File: config.mk
export PLATFORM = sky130hd
export DESIGN_NAME = dutyword_pwm
export DESIGN_NICKNAME = d
export VERILOG_FILES = /design/src/rtl/dutyword_pwm_pkg.sv /design/src/rtl/dutyword_shadow.sv /design/src/rtl/dutyword_phase.sv /design/src/rtl/dutyword_gate.sv /design/src/rtl/dutyword_pwm.sv
export SDC_FILE = /design/constraint.sdc
export NUM_CORES = 1
export LEC_CHECK = 0
export BUFFER_PORTS_ARGS = -buffer_cell sky130_fd_sc_hd__buf_2
export CAP_MARGIN = 10
export CORE_ASPECT_RATIO = 1.5
export CORE_UTILIZATION = 40
export CTS_CLUSTER_SIZE = 14
export DETAILED_ROUTE_END_ITERATION = 12
export HOLD_SLACK_MARGIN = 0.15
export SYNTH_ARGS = -nofsm -noshare
export SYNTH_HDL_FRONTEND = slang
export SYNTH_SLANG_ARGS = --single-unit
File: constraint.sdc
create_clock -name clk -period 3.9 [get_ports clk]
set_input_delay 1.17 -clock clk [delete_from_list [all_inputs] [get_ports clk]]
set_output_delay 1.17 -clock clk [all_outputs]
set_load 0.05 [all_outputs]
File: src/rtl/dutyword_pwm_pkg.sv
package dutyword_pwm_pkg;
   typedef enum logic [1:0] {
      PH_IDLE = 2'd0,
      PH_HIGH = 2'd1,
      PH_LOW  = 2'd2,
      PH_DONE = 2'd3
   } phase_t;

   localparam int unsigned ADDR_W     = 2;
   localparam int unsigned REG_ON_LO  = 0;
   localparam int unsigned REG_ON_HI  = 1;
   localparam int unsigned REG_OFF_LO = 2;
   localparam int unsigned REG_OFF_HI = 3;
endpackage

File: src/rtl/dutyword_shadow.sv
module dutyword_shadow
   import dutyword_pwm_pkg::*;
#(
   parameter int unsigned BYTE_W = 8,
   parameter int unsigned CNT_W  = 2 * BYTE_W
) (
   input  logic              clk,
   input  logic              rst_n,
   input  logic              wr_en,
   input  logic [ADDR_W-1:0] wr_addr,
   input  logic [BYTE_W-1:0] wr_data,
   output logic              commit,
   output logic [CNT_W-1:0]  nxt_on,
   output logic [CNT_W-1:0]  nxt_off,
   output logic [CNT_W-1:0]  act_on,
   output logic [CNT_W-1:0]  act_off
);
   logic [BYTE_W-1:0] hold_on_lo;
   logic [BYTE_W-1:0] hold_off_lo;
   logic [BYTE_W-1:0] hold_off_hi;

   assign commit  = wr_en && (wr_addr == ADDR_W'(REG_ON_HI));
   assign nxt_on  = commit ? {wr_data, hold_on_lo} : act_on;
   assign nxt_off = commit ? {hold_off_hi, hold_off_lo} : act_off;

   always_ff @(posedge clk or negedge rst_n) begin
      if (!rst_n) begin
         hold_on_lo  <= '0;
         hold_off_lo <= '0;
         hold_off_hi <= '0;
      end else if (wr_en) begin
         if (wr_addr == ADDR_W'(REG_ON_LO))  hold_on_lo  <= wr_data;
         if (wr_addr == ADDR_W'(REG_OFF_LO)) hold_off_lo <= wr_data;
         if (wr_addr == ADDR_W'(REG_OFF_HI)) hold_off_hi <= wr_data;
      end
   end

   always_ff @(posedge clk or negedge rst_n) begin
      if (!rst_n) begin
         act_on  <= '0;
         act_off <= '0;
      end else if (commit) begin
         act_on  <= nxt_on;
         act_off <= nxt_off;
      end
   end
endmodule

File: src/rtl/dutyword_phase.sv
module dutyword_phase
   import dutyword_pwm_pkg::*;
#(
   parameter int unsigned CNT_W = 16
) (
   input  logic             clk,
   input  logic             rst_n,
   input  logic             tick_us,
   input  logic             run_en,
   input  logic             one_shot,
   input  logic             commit,
   input  logic [CNT_W-1:0] nxt_on,
   input  logic [CNT_W-1:0] nxt_off,
   output logic [CNT_W-1:0] cur_on,
   output logic             raw_o
);
   phase_t           st, st_n;
   logic [CNT_W-1:0] cnt, cnt_n;
   logic [CNT_W-1:0] cur_off;
   logic             load;
   logic             high_end, low_end;

   assign high_end = (cur_on == '0)  || (cnt == cur_on - 1'b1);
   assign low_end  = (cur_off == '0) || (cnt == cur_off - 1'b1);

   always_comb begin
      st_n  = st;
      cnt_n = cnt;
      load  = 1'b0;
      if (!run_en) begin
         st_n  = PH_IDLE;
         cnt_n = '0;
      end else begin
         unique case (st)
            PH_IDLE: begin
               st_n  = PH_HIGH;
               cnt_n = '0;
               load  = 1'b1;
            end
            PH_HIGH: if (tick_us) begin
               if (high_end) begin
                  cnt_n = '0;
                  if (one_shot) begin
                     st_n = PH_DONE;
                  end else if (cur_off == '0) begin
                     st_n = PH_HIGH;
                     load = 1'b1;
                  end else begin
                     st_n = PH_LOW;
                  end
               end else begin
                  cnt_n = cnt + 1'b1;
               end
            end
            PH_LOW: if (tick_us) begin
               if (low_end) begin
                  cnt_n = '0;
                  if (one_shot) begin
                     st_n = PH_DONE;
                  end else begin
                     st_n = PH_HIGH;
                     load = 1'b1;
                  end
               end else begin
                  cnt_n = cnt + 1'b1;
               end
            end
            PH_DONE: if (commit) begin
               st_n  = PH_HIGH;
               cnt_n = '0;
               load  = 1'b1;
            end
            default: st_n = PH_IDLE;
         endcase
      end
   end

   always_ff @(posedge clk or negedge rst_n) begin
      if (!rst_n) begin
         st      <= PH_IDLE;
         cnt     <= '0;
         cur_on  <= '0;
         cur_off <= '0;
      end else begin
         st  <= st_n;
         cnt <= cnt_n;
         if (load) begin
            cur_on  <= nxt_on;
            cur_off <= nxt_off;
         end
      end
   end

   assign raw_o = (st == PH_HIGH) && (cur_on != '0);
endmodule

File: src/rtl/dutyword_gate.sv
module dutyword_gate #(
   parameter bit HAS_GATE = 1'b1
) (
   input  logic raw_i,
   input  logic gate_en,
   input  logic gate_in,
   output logic out_o
);
   generate
      if (HAS_GATE) begin : g_gate
         assign out_o = raw_i & (gate_en ? gate_in : 1'b1);
      end else begin : g_nogate
         logic unused_gate;
         assign unused_gate = gate_en ^ gate_in;
         assign out_o = raw_i;
      end
   endgenerate
endmodule

File: src/rtl/dutyword_pwm.sv
module dutyword_pwm
   import dutyword_pwm_pkg::*;
#(
   parameter int unsigned BYTE_W   = 8,
   parameter int unsigned CNT_W    = 16,
   parameter bit          HAS_GATE = 1'b1
) (
   input  logic              clk,
   input  logic              rst_n,
   input  logic              tick_us,
   input  logic              wr_en,
   input  logic [ADDR_W-1:0] wr_addr,
   input  logic [BYTE_W-1:0] wr_data,
   input  logic              run_en,
   input  logic              one_shot,
   input  logic              gate_en,
   input  logic              gate_in,
   output logic              pwm_o
);
   generate
      if (CNT_W != 2 * BYTE_W) begin : g_bad_width
         $error("dutyword_pwm: CNT_W must equal two bytes");
      end
      if (BYTE_W < 2) begin : g_bad_byte
         $error("dutyword_pwm: BYTE_W too small");
      end
   endgenerate

   logic             commit;
   logic [CNT_W-1:0] nxt_on, nxt_off;
   logic [CNT_W-1:0] act_on, act_off;
   logic [CNT_W-1:0] cur_on;
   logic             raw;
   logic             unused_off;

   assign unused_off = ^act_off;

   dutyword_shadow #(.BYTE_W(BYTE_W), .CNT_W(CNT_W)) u_shadow (
      .clk(clk), .rst_n(rst_n), .wr_en(wr_en), .wr_addr(wr_addr),
      .wr_data(wr_data), .commit(commit), .nxt_on(nxt_on),
      .nxt_off(nxt_off), .act_on(act_on), .act_off(act_off)
   );

   dutyword_phase #(.CNT_W(CNT_W)) u_phase (
      .clk(clk), .rst_n(rst_n), .tick_us(tick_us), .run_en(run_en),
      .one_shot(one_shot), .commit(commit), .nxt_on(nxt_on),
      .nxt_off(nxt_off), .cur_on(cur_on), .raw_o(raw)
   );

   dutyword_gate #(.HAS_GATE(HAS_GATE)) u_gate (
      .raw_i(raw), .gate_en(gate_en), .gate_in(gate_in), .out_o(pwm_o)
   );
endmodule

Word level (Yosys, flattened, before mapping)
Cells that the tools add are included.
{ "word_totals": {"ff_bits": 106, "input_bits": 18, "elab_cells": 70} }
{ "op_classes": {"n_eq_ne": 13, "reduce_logical": 14, "bitwise_logic": 1, "n_addsub": 3, "mux": 30} }
{ "ops": {"columns": ["cell", "count"], "rows": [
  ["two-way mux 16 bit", 8],
  ["case mux 16 bit (4 select lines)", 1],
  ["== test 16 bit", 2],
  ["logical NOT 16 bit", 2],
  ["subtractor 16 x 1 -> 16 bit, second input constant", 2],
  ["two-way mux 2 bit", 9],
  ["adder 16 x 1 -> 16 bit, second input constant", 1],
  ["nonzero test 16 bit", 1],
  ["two-way mux 1 bit", 10],
  ["!= test 3 bit, second input constant", 3],
  ["== test 2 bit, second input constant", 4],
  ["case mux 2 bit (4 select lines)", 1],
  ["!= test 3 x 2 -> 1 bit, second input constant", 2],
  ["AND reduction 2 bit", 3],
  ["AND reduction 5 bit", 1],
  ["== test 2 x 1 -> 1 bit, second input constant", 2],
  ["logical NOT 2 bit", 2],
  ["case mux 1 bit (4 select lines)", 1],
  ["AND reduction 3 bit", 1],
  ["logical AND 1 bit", 2],
  ["logical OR 1 bit", 2],
  ["bitwise AND 1 bit", 1]
]} }

Longest topological paths before layout
{ "logic_depth": {"word_depth": 7, "depth_mapped": 13} }

Hierarchy
Synthesis repeated with hierarchy kept, for this count alone.
{ "unflattened": {"hier_cells": 532, "hier_area_um2": 6373.6} }
{ "modules_own_cells": {"columns": ["module", "area_per_inst_um2", "instances", "seq_area_each_um2", "cells_each"], "rows": [
  ["dutyword_phase", 3674.8, 1, 1251.2, 374],
  ["dutyword_shadow", 2687.6, 1, 1401.3, 156],
  ["dutyword_gate", 11.3, 1, 0.0, 2]
]} }

Worst setup path after synthesis
No wires, ideal clock.
{ "synth_timing": {"kind": "input-to-output", "from": "input port gate_in", "to": "output port pwm_o", "slack_ps": 404, "required_ps": 2730, "t_arrival_ps": 2326, "stages": 2, "path_cell_list": "inv_1 -> a21boi_0"} }
{ "synth_between": {"elab_chain_cells": 2} }
{ "synth_rtl": {"columns": ["item", "line", "rtl"], "rows": [
  ["start, declared", "dutyword_pwm.sv:17", "input logic gate_in,"],
  ["two-way mux 1 bit", "dutyword_gate.sv:11", "assign out_o = raw_i & (gate_en ? gate_in : 1'b1);"],
  ["bitwise AND 1 bit", "dutyword_gate.sv:11", null],
  ["end, declared", "dutyword_pwm.sv:18", "output logic pwm_o"]
]} }
No other way between the ends.

Final worst setup path
{ "layout_timing": {"from": "register u_phase.cur_on[7]", "to": "output port pwm_o"} }
{ "layout_between": {"elab_chain_cells": 3} }
{ "layout_rtl": {"columns": ["item", "line", "rtl"], "rows": [
  ["start, declared", "dutyword_phase.sv:14", "output logic [CNT_W-1:0] cur_on,"],
  ["start signal, assigned", "dutyword_phase.sv:88", "cur_on <= nxt_on;"],
  ["nonzero test 16 bit", "dutyword_phase.sv:94", "assign raw_o = (st == PH_HIGH) && (cur_on != '0);"],
  ["logical AND 1 bit", "dutyword_phase.sv:94", null],
  ["bitwise AND 1 bit", "dutyword_gate.sv:11", null]
]} }
No other way between the ends.

==> reports/summary.txt <==
status -> finished, final reports clean
endpoints failing setup -> 0
worst slew pin tran -> 0.745 ns
starting density of the core -> 0.413
clock transition at the register clock pins on the worst setup and hold paths after CTS -> 0.08 ns
fin nets -> 587
CTS Root Cell -> sky130_fd_sc_hd__clkbuf_16
FILL cells -> 1265
crit path launch type -> register
detailed-route via count -> 4019
leading post-synthesis cells by cell area -> sky130_fd_sc_hd__dfrtp_1, sky130_fd_sc_hd__nand2_1, sky130_fd_sc_hd__mux2_1, sky130_fd_sc_hd__mux2_2, sky130_fd_sc_hd__xnor2_1
die area -> 0.0145 sq mm
critical register-to-register path endpoint -> u_phase.cur_on[1]
cell row count -> 52
via-per-instance ratio -> 5.52
post-route cell area -> 0.00610 sq mm
Clk Latency, worst-skew pair -> 0.36 ns
synth unique cells -> 60
P_leak -> 2.80 nW
Total Power Consumption -> 4.04 mW
number of detailed-route iterations in the first pass -> 7
number of cells after detailed placement -> 712
maximum number of buffers from clock root to sink -> 2
worst setup slack for register-to-register paths -> 0.61 ns
Async SR Flop Fraction -> 1.00
post-synthesis sequential area ratio -> 0.475
Post-Syn Nets -> 577
number of warning messages in the yosys log -> 0
Avg Synthesized Cell Area -> 10.1 sq um
antenna violations before repair -> 0
worst setup path startpoint -> u_phase.cur_on[7]
worst reg-to-reg path cell count -> 10
final worst path period need -> 3.65 ns
count of port buffers added during placement -> 18
slew margin rel. -> 0.504
GRT overflow -> 0
total routed wirelength -> 12600 um
final cell count without fillers -> 728
most used standard cell by instance count after synthesis -> sky130_fd_sc_hd__nand2_1
RSZ-0062 raised after global routing -> no
Cell Area, Placed -> 0.00580 sq mm
top-area cell type share of the netlist area -> 0.475
clock buffers created by TritonCTS -> 9
endpoint class of the critical path -> output port
HPWL after DPL -> 9330 um
Post-Syn Instances -> 551
initial DRC count -> 254
Setup TNS -> 0 ns
type of the worst setup path -> reg -> out
flip-flop and latch count after synthesis -> 106
Overall Global Routing Usage -> 0.191
number of enable flip-flop cells after synthesis -> 0
Die Ht -> 147 um
Routability Congestion -> 0.865
Mapped Area -> 0.00559 sq mm
pwr/cell area -> 662 mW/mm^2
max-cap check violation count -> 0
die width -> 98.5 um
total area of multi-input combinational cells -> 0.00275 sq mm
final clock skew -> 0.00905 ns
achievable clock frequency -> 274 MHz
fraction of layout cells with a size suffix above 1 -> 0.138
top cell types by occurrence after synthesis -> sky130_fd_sc_hd__nand2_1, sky130_fd_sc_hd__dfrtp_1, sky130_fd_sc_hd__mux2_1
number of nets still failing antenna checks after routing -> 0
data arrival time of the worst path -> 2.48 ns
most instantiated flip-flop cell in the synthesis netlist -> sky130_fd_sc_hd__dfrtp_1
final antenna diode count -> 0
kind of path behind the tightest hold check -> reg -> reg
CTS tree -> done
count of clock tree sinks -> 106
maximum level of the CTS H-tree -> 3
post-detailed-route wirelength per cell -> 17.3 um
crit share post-route -> 0.937
launch point of the worst reg-to-reg path -> u_phase.cur_off[2]
Register Area -> 0.00265 sq mm
setup fix buffers added after clock tree synthesis -> 0
Max rail drop VDD -> 0.304 mV
count of cells along the worst hold path -> 2
biggest area consumer among synthesized cells -> sky130_fd_sc_hd__dfrtp_1
largest net degree at the start of global routing -> 57
number of global-route vias before repair -> 4119
critical path capture point -> pwm_o
final slew viol count -> 0
CP Data Required Time -> 2.73 ns
total DRC errors in the routed layout -> 0
area added between synthesis and finish -> 9.27%
Resized Gates After CTS -> 0
Floorplan Core Area -> 0.0135 sq mm
wire length of the first global-routing pass -> 21400 um
Max FO, Critical Path -> 6
hold buffers post-CTS -> 0
number of endpoints with negative hold slack in the final report -> 0
ports placed on the boundary -> 19
-- cells by family (layout without fill, tap and decap cells) --
| kind of cell | Yosys count | count (layout) | synth area share |
|---|---|---|---|
| fa+ha+maj | 8 | 8 | 0.0179 |
| buf+inv | 39 | 54 | 0.0336 |
| xor+xnor | 44 | 44 | 0.0714 |
| simple gates | 225 | 225 | 0.202 |
| compound gates | 71 | 71 | 0.0833 |
| mux | 58 | 58 | 0.117 |
| flops | 106 | 106 | 0.475 |
-- where the power goes --
part	switching, mW	total, mW	leakage, nW	internal, mW
Clock	0.454	0.926	0.151	0.472
Sequential	0.331	1.72	1.34	1.39
Combinational	0.742	1.40	1.31	0.654
Total	1.53	4.04	2.80	2.52
-- per-layer routing --
layer | part of all wire | global-route usage | vias up
li1 | - | - | 1942
met1 | 0.44 | 0.236 | 1984
met5 | 0 | 0 | -
met3 | 0.025 | 0.0324 | 27
met2 | 0.50 | 0.323 | 66
met4 | 0.032 | 0.0910 | 0
-- how the worst min path moves through the flow --
| stage | from | end |
|---|---|---|
| after global routing | u_shadow.act_off[5] | u_shadow.act_off[5] |
| after detailed placement | u_shadow.act_off[15] | u_shadow.act_off[15] |
| after CTS | u_shadow.act_off[15] | u_shadow.act_off[15] |
| after floorplan | u_shadow.act_off[0] | u_shadow.act_off[0] |
| after global placement | u_shadow.act_on[5] | u_shadow.act_on[5] |
| final | u_shadow.act_on[4] | u_shadow.act_on[4] |
-- sequential cells by signal (all words and copies together) (netlist names) --
| name | flops |
|---|---|
| u_phase.cnt | 16 |
| u_phase.cur_off | 16 |
| u_phase.cur_on | 16 |
| u_phase.st | 2 |
| u_shadow.act_off | 16 |
| u_shadow.act_on | 16 |
| u_shadow.hold_off_hi | 8 |
| u_shadow.hold_off_lo | 8 |
| u_shadow.hold_on_lo | 8 |
-- final cells by class --
class,instances,area share
Tap cell,162,0.0332
Timing Repair Buffer,25,0.0238
Multi-Input combinational cell,406,0.450
Sequential cell,106,0.435
Inverter,13,0.00799
Clock buffer,10,0.0391
Clock inverter,6,0.0115
-- cells in the final DEF, fill, tap and decap left out, types with 11 or more instances in the layout --
cell                         n
sky130_fd_sc_hd__nor3_1     11
sky130_fd_sc_hd__a21oi_1    18
sky130_fd_sc_hd__nor2_1     17
sky130_fd_sc_hd__nand2b_1   14
sky130_fd_sc_hd__and3_1     11
sky130_fd_sc_hd__inv_1      13
sky130_fd_sc_hd__xor2_1     17
sky130_fd_sc_hd__mux2_2     27
sky130_fd_sc_hd__nand2_1   119
sky130_fd_sc_hd__a31oi_1    16
sky130_fd_sc_hd__dfrtp_1   106
sky130_fd_sc_hd__xnor2_1    26
sky130_fd_sc_hd__buf_2      17
sky130_fd_sc_hd__mux2_1     30
-- critical path: stages, from the launching register on --
cell and delay (ns):
sky130_fd_sc_hd__dfrtp_1 0.45, sky130_fd_sc_hd__or4_4 0.60, sky130_fd_sc_hd__nor4b_2 0.32, sky130_fd_sc_hd__nand4b_1 0.21, sky130_fd_sc_hd__and2_1 0.22, sky130_fd_sc_hd__a21boi_0 0.12, sky130_fd_sc_hd__buf_2 0.21
-- per-stage QoR --
stage | worst slack [ns] | hold slack [ns] | util
4_1_cts | 0.228 | 0.481 | 0.451
6_report | 0.245 | 0.476 | 0.451
3_5_place_dp | 0.624 | 0.463 | 0.428
5_1_grt | 0.143 | 0.499 | 0.451
2_1_floorplan | 0.404 | 0.436 | -
3_3_place_gp | 0.644 | 0.458 | 0.428
No activity file was read; power rests on OpenSTA's default activity.
